**src/rtl/ringctl_pkg.sv**
```systemverilog
package ringctl_pkg;

  // register offsets decoded on regAddr
  typedef enum logic [2:0] {
    REG_CTRL  = 3'd0,
    REG_BASE  = 3'd1,
    REG_RPTR  = 3'd2,
    REG_WPTR  = 3'd3,
    REG_WBLO  = 3'd4,
    REG_WBHI  = 3'd5,
    REG_IBCTL = 3'd6
  } regSel_e;

  // ring control field layout
  localparam int unsigned CTRL_EN_BIT = 0;
  localparam int unsigned CTRL_SZ_LSB = 1;
  localparam int unsigned CTRL_SZ_W   = 5;
  localparam int unsigned CTRL_WB_BIT = CTRL_SZ_LSB + CTRL_SZ_W;
  localparam int unsigned CTRL_W      = CTRL_WB_BIT + 1;

  // dword index sits above the two byte-offset bits
  localparam int unsigned PTR_LSB = 2;

  // control -> datapath strobes
  typedef struct packed {
    logic wrCtrl;
    logic wrBase;
    logic wrRptr;
    logic wrWptr;
    logic wrWbLo;
    logic wrWbHi;
    logic wrIb;
    logic advance;
    logic loadWb;
    logic clearWb;
  } strobes_t;

  // datapath -> control status
  typedef struct packed {
    logic ringEn;
    logic wbEn;
    logic ptrEqual;
    logic wbPending;
  } status_t;

endpackage

```
**src/rtl/ringctl_control.sv**
```systemverilog
module ringctl_control
  import ringctl_pkg::*;
(
  input  logic       regWe,
  input  logic [2:0] regAddr,
  input  logic       fetchAck,
  input  logic       fetchLast,
  input  logic       wbAck,
  input  status_t    stat,
  output strobes_t   stb,
  output logic       fetchReq,
  output logic       wbReq,
  output logic       idle
);

  logic fetchGo;

  assign fetchReq = stat.ringEn & ~stat.ptrEqual;
  assign idle     = stat.ringEn &  stat.ptrEqual;
  assign wbReq    = stat.wbPending;
  assign fetchGo  = fetchReq & fetchAck;

  always_comb begin
    stb         = '0;
    stb.advance = fetchGo;
    stb.loadWb  = fetchGo & fetchLast & stat.wbEn;
    stb.clearWb = stat.wbPending & wbAck;
    if (regWe) begin
      case (regAddr)
        REG_CTRL:  stb.wrCtrl = 1'b1;
        REG_BASE:  stb.wrBase = 1'b1;
        REG_RPTR:  stb.wrRptr = 1'b1;
        REG_WPTR:  stb.wrWptr = 1'b1;
        REG_WBLO:  stb.wrWbLo = 1'b1;
        REG_WBHI:  stb.wrWbHi = 1'b1;
        REG_IBCTL: stb.wrIb   = 1'b1;
        default:   ;
      endcase
    end
  end

endmodule

```
**src/rtl/ringctl_datapath.sv**
```systemverilog
module ringctl_datapath
  import ringctl_pkg::*;
#(
  parameter int unsigned DATA_W = 32,
  parameter int unsigned EXT_W  = 8,
  parameter int unsigned IDX_W  = 16
) (
  input  logic                         clk,
  input  logic                         rstN,
  input  strobes_t                     stb,
  input  logic [DATA_W-1:0]            wdata,
  input  logic [2:0]                   rdSel,
  output logic [DATA_W-1:0]            rdata,
  output status_t                      stat,
  output logic [DATA_W+EXT_W-1:0]      fetchAddr,
  output logic [DATA_W+EXT_W-1:0]      wbAddr,
  output logic [DATA_W-1:0]            wbData,
  output logic                         ibEnable,
  output logic [IDX_W-1:0]             rdIdxO,
  output logic [IDX_W-1:0]             ringMaskO
);

  localparam int unsigned ADDR_W  = DATA_W + EXT_W;
  localparam int unsigned PTR_MSB = PTR_LSB + IDX_W - 1;
  localparam int unsigned PAD_D   = DATA_W - IDX_W - PTR_LSB;
  localparam int unsigned PAD_A   = ADDR_W - IDX_W - PTR_LSB;

  logic [CTRL_W-1:0]         ctrlReg;
  logic [DATA_W-1:0]         baseReg;
  logic [IDX_W-1:0]          rdIdx;
  logic [IDX_W-1:0]          wrIdx;
  logic [DATA_W-1:PTR_LSB]   wbLoReg;
  logic [EXT_W-1:0]          wbHiReg;
  logic                      ibReg;
  logic                      wbPendReg;
  logic [DATA_W-1:0]         wbDataReg;

  logic [CTRL_SZ_W-1:0]      sizeField;
  logic [IDX_W-1:0]          ringMask;
  logic [IDX_W-1:0]          rdNext;

  function automatic logic [DATA_W-1:0] idxToBytes(input logic [IDX_W-1:0] idx);
    return {{PAD_D{1'b0}}, idx, {PTR_LSB{1'b0}}};
  endfunction

  assign sizeField = ctrlReg[CTRL_SZ_LSB +: CTRL_SZ_W];

  // bit i of the mask is set when i < log2 size; fields above IDX_W saturate
  always_comb begin
    for (int i = 0; i < IDX_W; i++) begin
      ringMask[i] = (int'(sizeField) > i);
    end
  end

  assign rdNext = (rdIdx + 1'b1) & ringMask;

  always_ff @(posedge clk or negedge rstN) begin
    if (!rstN) begin
      ctrlReg <= '0;
      baseReg <= '0;
      wrIdx   <= '0;
      wbLoReg <= '0;
      wbHiReg <= '0;
      ibReg   <= 1'b0;
    end else begin
      if (stb.wrCtrl) ctrlReg <= wdata[CTRL_W-1:0];
      if (stb.wrBase) baseReg <= wdata;
      if (stb.wrWptr) wrIdx   <= wdata[PTR_MSB:PTR_LSB];
      if (stb.wrWbLo) wbLoReg <= wdata[DATA_W-1:PTR_LSB];
      if (stb.wrWbHi) wbHiReg <= wdata[EXT_W-1:0];
      if (stb.wrIb)   ibReg   <= wdata[0];
    end
  end

  // software write wins over a same-cycle advance
  always_ff @(posedge clk or negedge rstN) begin
    if (!rstN) begin
      rdIdx <= '0;
    end else if (stb.wrRptr) begin
      rdIdx <= wdata[PTR_MSB:PTR_LSB];
    end else if (stb.advance) begin
      rdIdx <= rdNext;
    end
  end

  // a newer completion overrides an unacknowledged writeback
  always_ff @(posedge clk or negedge rstN) begin
    if (!rstN) begin
      wbPendReg <= 1'b0;
      wbDataReg <= '0;
    end else if (stb.loadWb) begin
      wbPendReg <= 1'b1;
      wbDataReg <= idxToBytes(rdNext);
    end else if (stb.clearWb) begin
      wbPendReg <= 1'b0;
    end
  end

  always_comb begin
    case (rdSel)
      REG_CTRL:  rdata = {{(DATA_W-CTRL_W){1'b0}}, ctrlReg};
      REG_BASE:  rdata = baseReg;
      REG_RPTR:  rdata = idxToBytes(rdIdx);
      REG_WPTR:  rdata = idxToBytes(wrIdx);
      REG_WBLO:  rdata = {wbLoReg, {PTR_LSB{1'b0}}};
      REG_WBHI:  rdata = {{(DATA_W-EXT_W){1'b0}}, wbHiReg};
      REG_IBCTL: rdata = {{(DATA_W-1){1'b0}}, ibReg};
      default:   rdata = '0;
    endcase
  end

  assign stat.ringEn    = ctrlReg[CTRL_EN_BIT];
  assign stat.wbEn      = ctrlReg[CTRL_WB_BIT];
  assign stat.ptrEqual  = (rdIdx == wrIdx);
  assign stat.wbPending = wbPendReg;

  assign fetchAddr = {baseReg, {EXT_W{1'b0}}} + {{PAD_A{1'b0}}, rdIdx, {PTR_LSB{1'b0}}};
  assign wbAddr    = {wbHiReg, wbLoReg, {PTR_LSB{1'b0}}};
  assign wbData    = wbDataReg;
  assign ibEnable  = ibReg;
  assign rdIdxO    = rdIdx;
  assign ringMaskO = ringMask;

endmodule

```
**src/rtl/dma_ring_ptr_ctrl.sv**
```systemverilog
module dma_ring_ptr_ctrl
  import ringctl_pkg::*;
#(
  parameter int unsigned DATA_W = 32,
  parameter int unsigned EXT_W  = 8,
  parameter int unsigned IDX_W  = 16
) (
  input  logic                    clk,
  input  logic                    rstN,
  input  logic                    regWe,
  input  logic [2:0]              regAddr,
  input  logic [DATA_W-1:0]       regWdata,
  output logic [DATA_W-1:0]       regRdata,
  output logic                    fetchReq,
  output logic [DATA_W+EXT_W-1:0] fetchAddr,
  input  logic                    fetchAck,
  input  logic                    fetchLast,
  output logic                    wbReq,
  output logic [DATA_W+EXT_W-1:0] wbAddr,
  output logic [DATA_W-1:0]       wbData,
  input  logic                    wbAck,
  output logic                    ibEnable,
  output logic                    idle
);

  strobes_t          stb;
  status_t           stat;
  logic [IDX_W-1:0]  rdIdx;
  logic [IDX_W-1:0]  ringMask;

  ringctl_control u_ctl (
    .regWe     (regWe),
    .regAddr   (regAddr),
    .fetchAck  (fetchAck),
    .fetchLast (fetchLast),
    .wbAck     (wbAck),
    .stat      (stat),
    .stb       (stb),
    .fetchReq  (fetchReq),
    .wbReq     (wbReq),
    .idle      (idle)
  );

  ringctl_datapath #(
    .DATA_W (DATA_W),
    .EXT_W  (EXT_W),
    .IDX_W  (IDX_W)
  ) u_dp (
    .clk       (clk),
    .rstN      (rstN),
    .stb       (stb),
    .wdata     (regWdata),
    .rdSel     (regAddr),
    .rdata     (regRdata),
    .stat      (stat),
    .fetchAddr (fetchAddr),
    .wbAddr    (wbAddr),
    .wbData    (wbData),
    .ibEnable  (ibEnable),
    .rdIdxO    (rdIdx),
    .ringMaskO (ringMask)
  );

endmodule

```
**config.mk**
```make
export PLATFORM = sky130hd
export DESIGN_NAME = dma_ring_ptr_ctrl
export DESIGN_NICKNAME = d
export VERILOG_FILES = /design/src/rtl/ringctl_pkg.sv /design/src/rtl/ringctl_control.sv /design/src/rtl/ringctl_datapath.sv /design/src/rtl/dma_ring_ptr_ctrl.sv
export SDC_FILE = /design/constraint.sdc
export NUM_CORES = 1
export LEC_CHECK = 0
export BUFFER_PORTS_ARGS = -buffer_cell sky130_fd_sc_hd__buf_2
export CAP_MARGIN = 20
export CORE_MARGIN = 2
export CORE_UTILIZATION = 45
export CTS_CLUSTER_DIAMETER = 80
export CTS_CLUSTER_SIZE = 30
export DETAILED_ROUTE_END_ITERATION = 16
export PLACE_DENSITY = 0.69
export SYNTH_ARGS = -nofsm -noshare
export SYNTH_HDL_FRONTEND = slang
export SYNTH_SLANG_ARGS = --single-unit
```
**constraint.sdc**
```tcl
create_clock -name clk -period 8.3 [get_ports clk]
set_input_delay 1.66 -clock clk [delete_from_list [all_inputs] [get_ports clk]]
set_output_delay 1.66 -clock clk [all_outputs]
set_load 0.02 [all_outputs]
```
Word level (Yosys, flattened, before mapping)

Index checks and enable logic that the tools add are counted.

Bits in registers: 127
Word-level logic and storage cells: 58
Output and inout bits: 148

Add/subtract/negate cells: 2
$lt $le $gt $ge: 16
Bitwise operators: 8
Equality and inequality tests: 7
Mux-type cells: 13
Reductions and logical operators: 3

Operators with widths:

| cell                  | number |
|---|---|
| $pmux 32 s7           | 1 |
| $add 40x18->40        | 1 |
| $gt 5x4->1 const B    | 8 |
| $mux 16               | 2 |
| $gt 5x3->1 const B    | 4 |
| $add 16x1->16 const B | 1 |
| $and 16x16->16        | 1 |
| $eq 16x16->1          | 1 |
| $gt 5x1->1 const B    | 2 |
| $gt 5x2->1 const B    | 2 |
| $eq 3x3->1 const B    | 3 |
| $mux 1                | 9 |
| $mux 7                | 1 |
| $and 1x1->1           | 6 |
| $eq 3x2->1 const B    | 2 |
| $reduce_bool 2->1     | 2 |
| $eq 3x1->1 const B    | 1 |
| $logic_not 3->1       | 1 |
| $not 1->1             | 1 |

Depth between registers and ports, before layout

Gate-level depths: netlist of run 1.

Depth after elaboration: 7
Depth in mapped cells: 8

Modules after synthesis

A second synthesis of run 1 with hierarchy kept.

Cell total of the unflattened synthesis: 773
Area total of the unflattened synthesis: 7,783.7 µm²

By module, submodules not included:

| module           | times used | cells an instance | area each (µm²) |
|---|---|---|---|
| ringctl_datapath | 1          | 754               | 7,676.1 |
| ringctl_control  | 1          | 19                | 107.6 |

Worst setup path before layout of run 1

No wires, ideal clock.

Path type: input to output
From: in regAddr[1]
To: out regRdata[11]
Setup slack: 3.594 ns
Stages on the path: 5
Arrival time: 3.046 ns
Path buffers: 2
Cell sequence: buf_1 > nor2b_1 > clkbuf_1 > a22oi_1 > o22ai_1

Cells in the longest elaborated chain, start to end: 2

RTL lines:

| what                                     | RTL line                | RTL |
|---|---|---|
| start, declared                          | dma_ring_ptr_ctrl.sv:11 | `input logic [2:0] regAddr,` |
| $eq 3x3->1, or another cell as far along | ringctl_datapath.sv:100 | `case (rdSel)` |
| $pmux 32 s7 *                            | ringctl_datapath.sv:100 |  |
| end, declared                            | dma_ring_ptr_ctrl.sv:13 | `output logic [DATA_W-1:0] regRdata,` |

Mark *: on every way between the ends. The rest lies on a longest branch, timed or not.

Worst setup path after layout of run 1

From: in regAddr[2]
To: out regRdata[7]

Same word-level chain as after synthesis.

==> results of run 1 <==
-- layer usage --
metal	vias to the layer above	track usage
li1	3005	-
met1	3223	0.349
met2	279	0.377
met3	28	0.0498
met4	0	0.0770
met5	-	0
-- through the flow --
step / worst slack, ps / util
after floorplan: 3590 / -
after global placement: 2750 / 0.503
after detailed placement: 2740 / 0.503
after CTS: 2730 / 0.536
after global routing: 2910 / 0.537
final: 3090 / 0.537
-- how the worst max path moves through the flow --
| stage | start | endpoint | slack [ps] | cells after the start |
|---|---|---|---|---|
| floorplan | regAddr[1] | regRdata[11] | 3590 | 5 |
| global placement | regAddr[1] | regRdata[7] | 2750 | 6 |
| detailed placement | regAddr[1] | regRdata[7] | 2740 | 6 |
| CTS | regAddr[1] | regRdata[7] | 2730 | 6 |
| global route | regAddr[2] | regRdata[7] | 2910 | 5 |
| finish | regAddr[2] | regRdata[7] | 3090 | 5 |
-- report_power, final --
part / total (mW) / switching, mW / leakage, nW / internal [mW]
combinational: 0.988 / 0.580 / 2.37 / 0.408
sequential: 1.00 / 0.232 / 1.57 / 0.770
clock: 0.739 / 0.269 / 0.275 / 0.470
-- registers in the layout, indices dropped and copies added (netlist names) --
name	cells
u_dp.ibEnable	1
u_dp.wbPendReg	1
u_dp.wrIdx	16
u_dp.ctrlReg	7
u_dp.baseReg	32
u_dp.wbData	16
u_dp.wbLoReg	30
u_dp.rdIdxO	16
u_dp.wbHiReg	8
-- placed cells by master, fill, tap and decap left out, types with 3 or more instances in the layout --
| cell | instances |
|---|---|
| clkbuf_8 | 4 |
| nor2_1 | 47 |
| ha_1 | 11 |
| and4_1 | 3 |
| xnor2_1 | 23 |
| a21o_1 | 5 |
| clkbuf_16 | 17 |
| a211oi_1 | 12 |
| nand3_1 | 30 |
| dfrtp_1 | 127 |
| o211ai_1 | 16 |
| inv_1 | 9 |
| nand2b_1 | 4 |
| mux2_2 | 103 |
| and3_1 | 5 |
| nor3_1 | 7 |
| nand2_1 | 42 |
| o21ai_0 | 14 |
| a22oi_1 | 29 |
| xnor2_2 | 3 |
| o21a_1 | 3 |
| nand4_1 | 26 |
| xor2_1 | 21 |
| buf_2 | 167 |
| mux2i_1 | 20 |
| mux2_4 | 9 |
| nor4_1 | 5 |
| nor2b_1 | 8 |
| a31oi_1 | 9 |
| buf_4 | 11 |
| a21oi_1 | 29 |
| clkbuf_1 | 4 |
| conb_1 | 20 |
| o22ai_1 | 14 |
-- worst max-delay path: cells and delay by family --
family	cells	cell delay, ps
AOI/OAI and AO/OA	2	400
buffers and inverters	2	620
and+or+nand+nor	1	850
-- logic make-up after synthesis --
logic type | after synthesis | synth area share
AO/OA/AOI/OAI | 151 | 0.134
XOR/XNOR | 47 | 0.0560
adder cells (fa/ha/maj) | 12 | 0.0203
buffers and inverters | 98 | 0.0637
flip-flops | 127 | 0.410
multiplexers | 132 | 0.193
other | 1 | 0.000483
AND/OR/NAND/NOR | 190 | 0.123
-- area by class of cell --
type	count	area, um2
clock buffers	25	495
clock inverters	5	80.1
fillers	1554	7890
inverters	11	41.3
multi-input cells	552	4170
flip-flops and latches	127	3180
well taps	225	282
repair buffers	178	918
==> impl_results.md, run 1 <==
- Mapped Cells: 758
- Met3 WL: 1.44 mm
- CTS tree: done
- Setup bufs post-CTS: 0
- Overflow after GRT: 0
- Placed insts: 1,091
- Die ar.: 18,300 um2
- Die width: 135 um
- Worst Max-Slew Pin Slew: just over 1000 ps
- Worst Path Max Fanout: 26
- Max-slew violations: 0
- CP max-delay cell: nor2b_1
- Outcome: finished clean
- Hold path depth: 1
- YS warnings: 0
- Commonest cells post-synth: dfrtp_1, mux2_2, nor2_1
- Crit Path Class: input pin to output pin
- Post-Place Cell Area: 8570 um2
- CP most frequent cell: buf_2
- CP cell instances: buf_2 -> nor2b_1 -> a221oi_1 -> a21oi_1 -> buf_2
- Hold Crit Start: u_dp.wbPendReg$_DFFE_PN0P_
- First-pass GRT wire length: between 30 and 40 mm
- Max Cap Viol: 0
- Skew final: 5.65 ps
- RSZ-0062 raised after global routing: false
- DR iter-0 viols: 651
- Startpoint Class: input pin
- Endpoint, Worst Hold: u_dp.wbPendReg$_DFFE_PN0P_
- Reg clk slew, reported paths: 50 ps
- Initial Util: 0.455
- Final Power: 2.73 mW
- Finished Cell Area: 9160 um2
- Arr. time, crit path: 3550 ps
- N_diodes: 0
- Final GP Congestion: between 0.8 and 0.9
- Top FF cell, synth: dfrtp_1
- Slew HR: 0.306
- PostCTS Resize Cnt: 0
- Port bufs: 168
- Final setup viols: 0
- Seq/Total Area, Yosys: 0.410
- Nets@finish: 940
- Mean routed wirelength per cell: 20.1 um
- Initial antenna violation count: 0
- Met1 WL: a little over 10 mm
- First-pass DRT Iterations: 7
- Share of cells above drive strength 1: 0.364
- Top routing layer in use: met4
- Post-synth cell types: 64
- CTS Buffer Depth: 2
- Routed WL: 22.6 mm
- Post-Syn Area: 7760 um2
- RR Startpoint: u_dp.rdIdxO[2]$_DFFE_PN0P_
- Setup TNS: 0 ps
- VDD IR max: ~0.18 mV
- Post-CTS Hold Fix Bufs: 0
- Core ar.: ~17,000 um2
- Number of global-route vias before repair: 6,185
- Gr usage total: 0.245
- Largest stage delay, worst path: 850 ps
- Fmax: between 0.15 and 0.2 GHz
- Hold slack: 476 ps
- Placed wire-length estimate: between 15 and 20 mm
- Via count: 6,535
- Post-layout min period: 5210 ps
- Synth top area share: 0.410
- Fin crit share: 0.627
- Chip height: between 100 and 150 um
- Largest area contributor in the netlist: dfrtp_1
- CTS Buf Count: 17
- Dominant cell by count in the synthesized netlist: dfrtp_1
- DR DRC count: 0
- Mean post-synth cell area: about 10 um2
- Fin cells: 1,123
- FF+latch count, synth: between 100 and 150
- RR Endpoint: u_dp.wbData[4]$_DFFE_PN0P_
- Routed Antenna Nets: 0
- Largest net degree at the start of global routing: 78
- Post-synth EDFFs: 0
- Static Leak: around 4.2 nW
- I/O Pins: 189
- H-tree depth: 4
- Hold WC Path Type: flop to flop
- Root buf cell: clkbuf_16
- Row count: 48
- Latest clock arrival within the worst-skew pair: 420 ps
- FF-to-FF path depth: 6
- R2r setup slk: around 5500 ps
- Via/cell ratio: 5.82
- Area Overhead vs Synth: 18.1%
- CTS sink count: 127
- PD cells: slightly below 300 nW/um2
- CP required: 6640 ps
- Hold Fails Final Rpt: 0
- Ranking of synthesized cells by area: dfrtp_1, mux2_2, a22oi_1
- Critical Path End Type: output pin
- WL met2: ~11 mm
- Async S/R FF share, synth: 1.00
Note: power is estimated with default switching activity, not from simulation.
==> run 2, diff against run 1 <==
Clock period 8.3 ns to 5.26 ns, I/O delays scaled along.
==> impl_results.md, run 2 (same netlist as run 1, synthesis figures left out) <==
- CP required: 4210 ps (was 6640 ps)
- Fin crit share: 0.845
- Mean routed wirelength per cell: 20.2 um (was 20.1 um)
- Share of cells above drive strength 1: 0.366 (was 0.364)
- CTS Buf Count: 17 (unchanged)
- N_diodes: 0 (unchanged)
- CTS Buffer Depth: 2 (unchanged)
- Startpoint Class: flop (was input pin)
- Root buf cell: clkbuf_16 (unchanged)
- Area Overhead vs Synth: 17.4% (was 18.1%)
- Port bufs: 168 (unchanged)
- Post-CTS Hold Fix Bufs: 0 (unchanged)
- Slew HR: 0.351 (was 0.306)
- Latest clock arrival within the worst-skew pair: 420 ps (about the same)
- Reg clk slew, reported paths: 60 ps (was 50 ps)
- Gr usage total: 0.246 (was 0.245)
- Max Cap Viol: 0 (unchanged)
- Largest stage delay, worst path: 710 ps (was 850 ps)
- Via count: 6,522 (was 6,535)
- Final core utilization: 0.534 (was 0.537)
- Arr. time, crit path: 3390 ps (was 3550 ps)
- Commonest non-fill, non-tap cell in the layout: buf_2 (unchanged)
- First-pass DRT Iterations: 5 (was 7)
- Setup bufs post-CTS: 0 (unchanged)
- Filler instances: 1,550 (was 1,554)
- CP max-delay cell: o211ai_1 (was nor2b_1)
- Die ar.: 18,300 um2 (unchanged)
- Final setup viols: 0 (unchanged)
- Hold slack: 487 ps (was 476 ps)
- Final GP Congestion: 0.848 (was 0.891)
- Worst Max-Slew Pin Slew: 972 ps (was 1040 ps)
- Number of global-route vias before repair: 6,089 (was 6,185)
- Worst Path Max Fanout: 10 (was 26)
- Number of flip-flops under the largest register name: 32 (unchanged)
- Post-layout min period: 4440 ps
- CTS tree: done (unchanged)
- Die width: 135 um (unchanged)
- Chip height: 135 um (unchanged)
- Nets@finish: 941 (was 940)
- Core ar.: 17,100 um2 (unchanged)
- CTS sink count: 127 (unchanged)
- First-pass GRT wire length: 34.5 mm (about the same)
- Initial Util: 0.455 (unchanged)
- CP cell instances: ha_1 -> fa_1 -> a211oi_1 -> nor2_1 -> o211ai_1 -> a21oi_1 -> xor2_1 -> buf_2 (was buf_2 -> nor2b_1 -> a221oi_1 -> a21oi_1 -> buf_2)
- Skew final: 5.89 ps (was 5.65 ps)
- Static Leak: 4.19 nW (was 4.21 nW)
- Critical Path End Type: output pin (unchanged)
- Via/cell ratio: 5.81 (was 5.82)
- Largest net degree at the start of global routing: 51 (was 78)
- Largest regs: u_dp.baseReg (32), u_dp.wbLoReg (30) (unchanged)
- Biggest register: u_dp.baseReg (unchanged)
- Routed Antenna Nets: 0 (unchanged)
- Routed WL: 22.7 mm (was 22.6 mm)
- VDD IR max: 0.252 mV (was 0.179 mV)
- Row count: 48 (unchanged)
- Max-slew violations: 0 (unchanged)
- Worst path bufs/invs: 1 (was 2)
- Fmax: 0.225 GHz
- Hold WC Path Type: flop to flop (unchanged)
- I/O Pins: 189 (unchanged)
- Crit Path Class: flop to output pin (was input pin to output pin)
- Most frequent cells in the layout: buf_2, dfrtp_1, mux2_2 (unchanged)
- Outcome: finished clean (unchanged)
- DR iter-0 viols: 733 (was 651)
- RSZ-0062 raised after global routing: false (unchanged)
- Largest delay share family, worst path: compound AO/OA/AOI/OAI gates (was simple AND/OR/NAND/NOR gates)
- Initial antenna violation count: 0 (unchanged)
- Placed wire-length estimate: 16.4 mm (was 15.9 mm)
- DR DRC count: 0 (unchanged)
- PD cells: 460 nW/um2 (was 298 nW/um2)
- Overflow after GRT: 0 (unchanged)
- Final Power: 4.19 mW (was 2.73 mW)
- Hold Fails Final Rpt: 0 (unchanged)
- Setup TNS: 0 ps (unchanged)
- PostCTS Resize Cnt: 0 (unchanged)
- H-tree depth: 4 (unchanged)
==> run 2: worst register-to-register path, cell delays in order, from the launching register on <==
cell	delay (ps)
dfrtp_1	710
xnor2_1	200
nand4_1	190
o41ai_4	100
buf_4	220
nor3_4	800
mux2_2	420
==> run 2: where the power goes <==
part           switching, mW  leakage (nW)  internal [mW]
clock network          0.419         0.253          0.626
logic                  0.921          2.38          0.645
registers              0.361          1.57           1.22
total                   1.70          4.19           2.49
==> run 2: metrics by stage <==
stage | setup WS (ps) | area, um2 | std cells
4_1_cts | 857 | 9100 | 1122
3_3_place_gp | 1370 | 8590 | 1093
5_1_grt | 644 | 9110 | 1123
2_1_floorplan | 1770 | 7830 | 777
3_5_place_dp | 1300 | 8590 | 1093
6_report | 818 | 9110 | 1123
==> run 2: final timing paths <==
| kind | slack (ps) | start | cells after the start | end |
|---|---|---|---|---|
| min in group asynchronous | 630 | rstN | 1 | u_dp.wbLoReg[28]$_DFFE_PN0P_ |
| setup reg to reg | 2510 | u_dp.rdIdxO[2]$_DFFE_PN0P_ | 6 | u_dp.wbData[3]$_DFFE_PN0P_ |
| setup / recovery | 820 | u_dp.rdIdxO[6]$_DFFE_PN0P_ | 8 | fetchAddr[22] |
| hold reg to reg | 490 | u_dp.wbPendReg$_DFFE_PN0P_ | 1 | u_dp.wbPendReg$_DFFE_PN0P_ |
| hold / removal | 490 | u_dp.wbPendReg$_DFFE_PN0P_ | 1 | u_dp.wbPendReg$_DFFE_PN0P_ |
| max in group asynchronous | 3510 | rstN | 2 | u_dp.wbLoReg[8]$_DFFE_PN0P_ |
==> run 2: layout make-up <==
cell class | count | area (um2) | share of cell area
clock buffers | 22 | 474 | 0.0521
repair buffers | 179 | 923 | 0.101
flip-flops and latches | 127 | 3180 | 0.349
well taps | 225 | 282 | 0.0309
inverters | 11 | 41.3 | 0.00453
clock inverters | 7 | 40.0 | 0.00440
multi-input cells | 552 | 4170 | 0.458
==> run 2: layer usage <==
| layer | vias up | wire length, um | GRT usage |
|---|---|---|---|
| met5 | - | 0 | 0 |
| met4 | 0 | 512 | 0.0885 |
| met3 | 36 | 1280 | 0.0449 |
| met2 | 234 | 10800 | 0.389 |
| met1 | 3254 | 10100 | 0.341 |
| li1 | 2998 | - | - |
==> run 3, diff against run 2 <==
Clock period 5.26 ns to 4.4 ns, I/O delays scaled along.
==> impl_results.md, run 3 (same netlist as run 1, synthesis figures left out) <==
- Critical Path End Type: output pin (unchanged)
- CTS tree: done (unchanged)
- Number of flip-flops under the largest register name: 32 (unchanged)
- Setup TNS: 0 ps (unchanged)
- Port bufs: 168 (unchanged)
- Largest stage delay, worst path: 560 ps (was 710 ps)
- First-pass GRT wire length: 35.0 mm (was 34.5 mm)
- Reg clk slew, reported paths: 50 ps (was 60 ps)
- Slew HR: 0.379 (was 0.351)
- Routed Antenna Nets: 0 (unchanged)
- Overflow after GRT: 0 (unchanged)
- Biggest register: u_dp.baseReg (unchanged)
- Worst Max-Slew Pin Slew: 928 ps (was 972 ps)
- Die ar.: 18,300 um2 (unchanged)
- Register area: 3180 um2 (unchanged)
- Final GP Congestion: 0.880 (was 0.848)
- DR DRC count: 0 (unchanged)
- Setup slack after placement: 911 ps (was 1300 ps)
- Final setup viols: 0 (unchanged)
- CTS Buf Count: 17 (unchanged)
- Hold slack: 484 ps (was 487 ps)
- Max Cap Viol: 0 (unchanged)
- Initial antenna violation count: 0 (unchanged)
- Chip height: 135 um (unchanged)
- Largest regs: u_dp.baseReg (32), u_dp.wbLoReg (30) (unchanged)
- Share of cells above drive strength 1: 0.370 (was 0.366)
- Root buf cell: clkbuf_16 (unchanged)
- Nets@finish: 947 (was 941)
- Most used routing layer: met2 (unchanged)
- Setup bufs post-CTS: 0 (unchanged)
- Skew final: 11.2 ps (was 5.89 ps)
- Worst Path Max Fanout: 10 (unchanged)
- Area of the multi-input gates: 4170 um2 (unchanged)
- Routed WL: 22.7 mm (about the same)
- Hold Fails Final Rpt: 0 (unchanged)
- Placed wire-length estimate: 16.3 mm (was 16.4 mm)
- Core ar.: 17,100 um2 (unchanged)
- Row count: 48 (unchanged)
- Via count: 6,542 (was 6,522)
- Fmax: 0.256 GHz
- Number of global-route vias before repair: 6,207 (was 6,089)
- Static Leak: 4.24 nW (was 4.19 nW)
- Largest net degree at the start of global routing: 63 (was 51)
- Most frequent cells in the layout: buf_2, dfrtp_1, mux2_2 (unchanged)
- Final core utilization: 0.538 (was 0.534)
- Die width: 135 um (unchanged)
- H-tree depth: 4 (unchanged)
- PD cells: 553 nW/um2 (was 460 nW/um2)
- Crit Path Class: flop to output pin (unchanged)
- VDD IR max: 0.309 mV (was 0.252 mV)
- Post-CTS Hold Fix Bufs: 0 (unchanged)
- CP required: 3520 ps (was 4210 ps)
- DR iter-0 viols: 669 (was 733)
- Gr usage total: 0.248 (was 0.246)
- CTS sink count: 127 (unchanged)
- Mean routed wirelength per cell: 20.1 um (was 20.2 um)
- CP cell instances: ha_1 -> fa_1 -> a211oi_1 -> nor2_1 -> o211ai_1 -> buf_4 -> a2111oi_1 -> xnor2_1 -> buf_2 (was ha_1 -> fa_1 -> a211oi_1 -> nor2_1 -> o211ai_1 -> a21oi_1 -> xor2_1 -> buf_2)
- CP max-delay cell: dfrtp_1 (was o211ai_1)
- Fin crit share: 0.888
- First-pass DRT Iterations: 6 (was 5)
- M1 GR Usage: 0.346 (was 0.341)
- I/O Pins: 189 (unchanged)
- Final setup margin: 491 ps (was 818 ps)
- Post-layout min period: 3910 ps
- RSZ-0062 raised after global routing: false (unchanged)
- Area Overhead vs Synth: 18.3% (was 17.4%)
- GRT met3 Usage: 0.0565 (was 0.0449)
- Latest clock arrival within the worst-skew pair: 420 ps (about the same)
- PostCTS Resize Cnt: 0 (unchanged)
- Max-slew violations: 0 (unchanged)
- Initial Util: 0.455 (unchanged)
- Via/cell ratio: 5.79 (was 5.81)
- N_diodes: 0 (unchanged)
- Commonest non-fill, non-tap cell in the layout: buf_2 (unchanged)
- CTS Buffer Depth: 2 (unchanged)
- Arr. time, crit path: 3030 ps (was 3390 ps)
- Hold WC Path Type: flop to flop (unchanged)
- Startpoint Class: flop (unchanged)
- GR Util met2: 0.379 (was 0.389)
- Outcome: finished clean (unchanged)
- Final Power: 5.08 mW (was 4.19 mW)
- Filler instances: 1,581 (was 1,550)
-- run 3: cell types whose count changed in the layout (fill, tap and decap cells not counted), sizes merged --
cell      change
buf           +6
bufinv        +1
clkbuf        +1
clkinvlp      -1
-- run 3: worst max-delay path, delay by kind of cell (launching register included) --
kind | cells | cell delay (ps)
and+or+nand+nor | 1 | 280
AOI/OAI and AO/OA | 3 | 710
adders and majority gates | 2 | 510
DFF | 1 | 560
buffers and inverters | 2 | 380
xor gates and xnor gates | 1 | 180
-- run 3: where the power goes --
group / total, mW / internal (mW) / switching (mW)
clock: 1.31 / 0.809 / 0.501
combinational: 1.89 / 0.776 / 1.11
sequential: 1.88 / 1.45 / 0.427
-- run 3: final cells by class --
type,count,area share
clock buffer,23,0.0521
clock inverter,7,0.00681
inverter,11,0.00450
multi-input combinational,552,0.454
sequential,127,0.346
tap,225,0.0307
timing repair buffer,185,0.106
-- run 3: worst paths after layout --
kind | slack (ps) | cells after the start | startpoint | to
min reg2reg | 480 | 1 | u_dp.wbPendReg$_DFFE_PN0P_ | u_dp.wbPendReg$_DFFE_PN0P_
min in group asynchronous | 540 | 1 | rstN | u_dp.wbLoReg[21]$_DFFE_PN0P_
max | 490 | 9 | u_dp.rdIdxO[6]$_DFFE_PN0P_ | fetchAddr[38]
max in group asynchronous | 2910 | 2 | rstN | u_dp.ctrlReg[3]$_DFFE_PN0P_
max reg2reg | 1750 | 7 | u_dp.rdIdxO[2]$_DFFE_PN0P_ | u_dp.rdIdxO[2]$_DFFE_PN0P_
min | 480 | 1 | u_dp.wbPendReg$_DFFE_PN0P_ | u_dp.wbPendReg$_DFFE_PN0P_
-- run 3: stage by stage --
| stage | cell area (um2) | cells |
|---|---|---|
| after floorplan | 7830 | 777 |
| after global placement | 8640 | 1100 |
| after detailed placement | 8640 | 1100 |
| after CTS | 9180 | 1130 |
| after global routing | 9180 | 1130 |
| final | 9180 | 1130 |
-- run 3: routing by layer --
metal	vias to the layer above	part of all wire	wire, um
li1	3014	-	-
met1	3197	0.44	10000
met2	282	0.46	10500
met3	49	0.071	1620
met4	0	0.027	609
met5	-	0	0
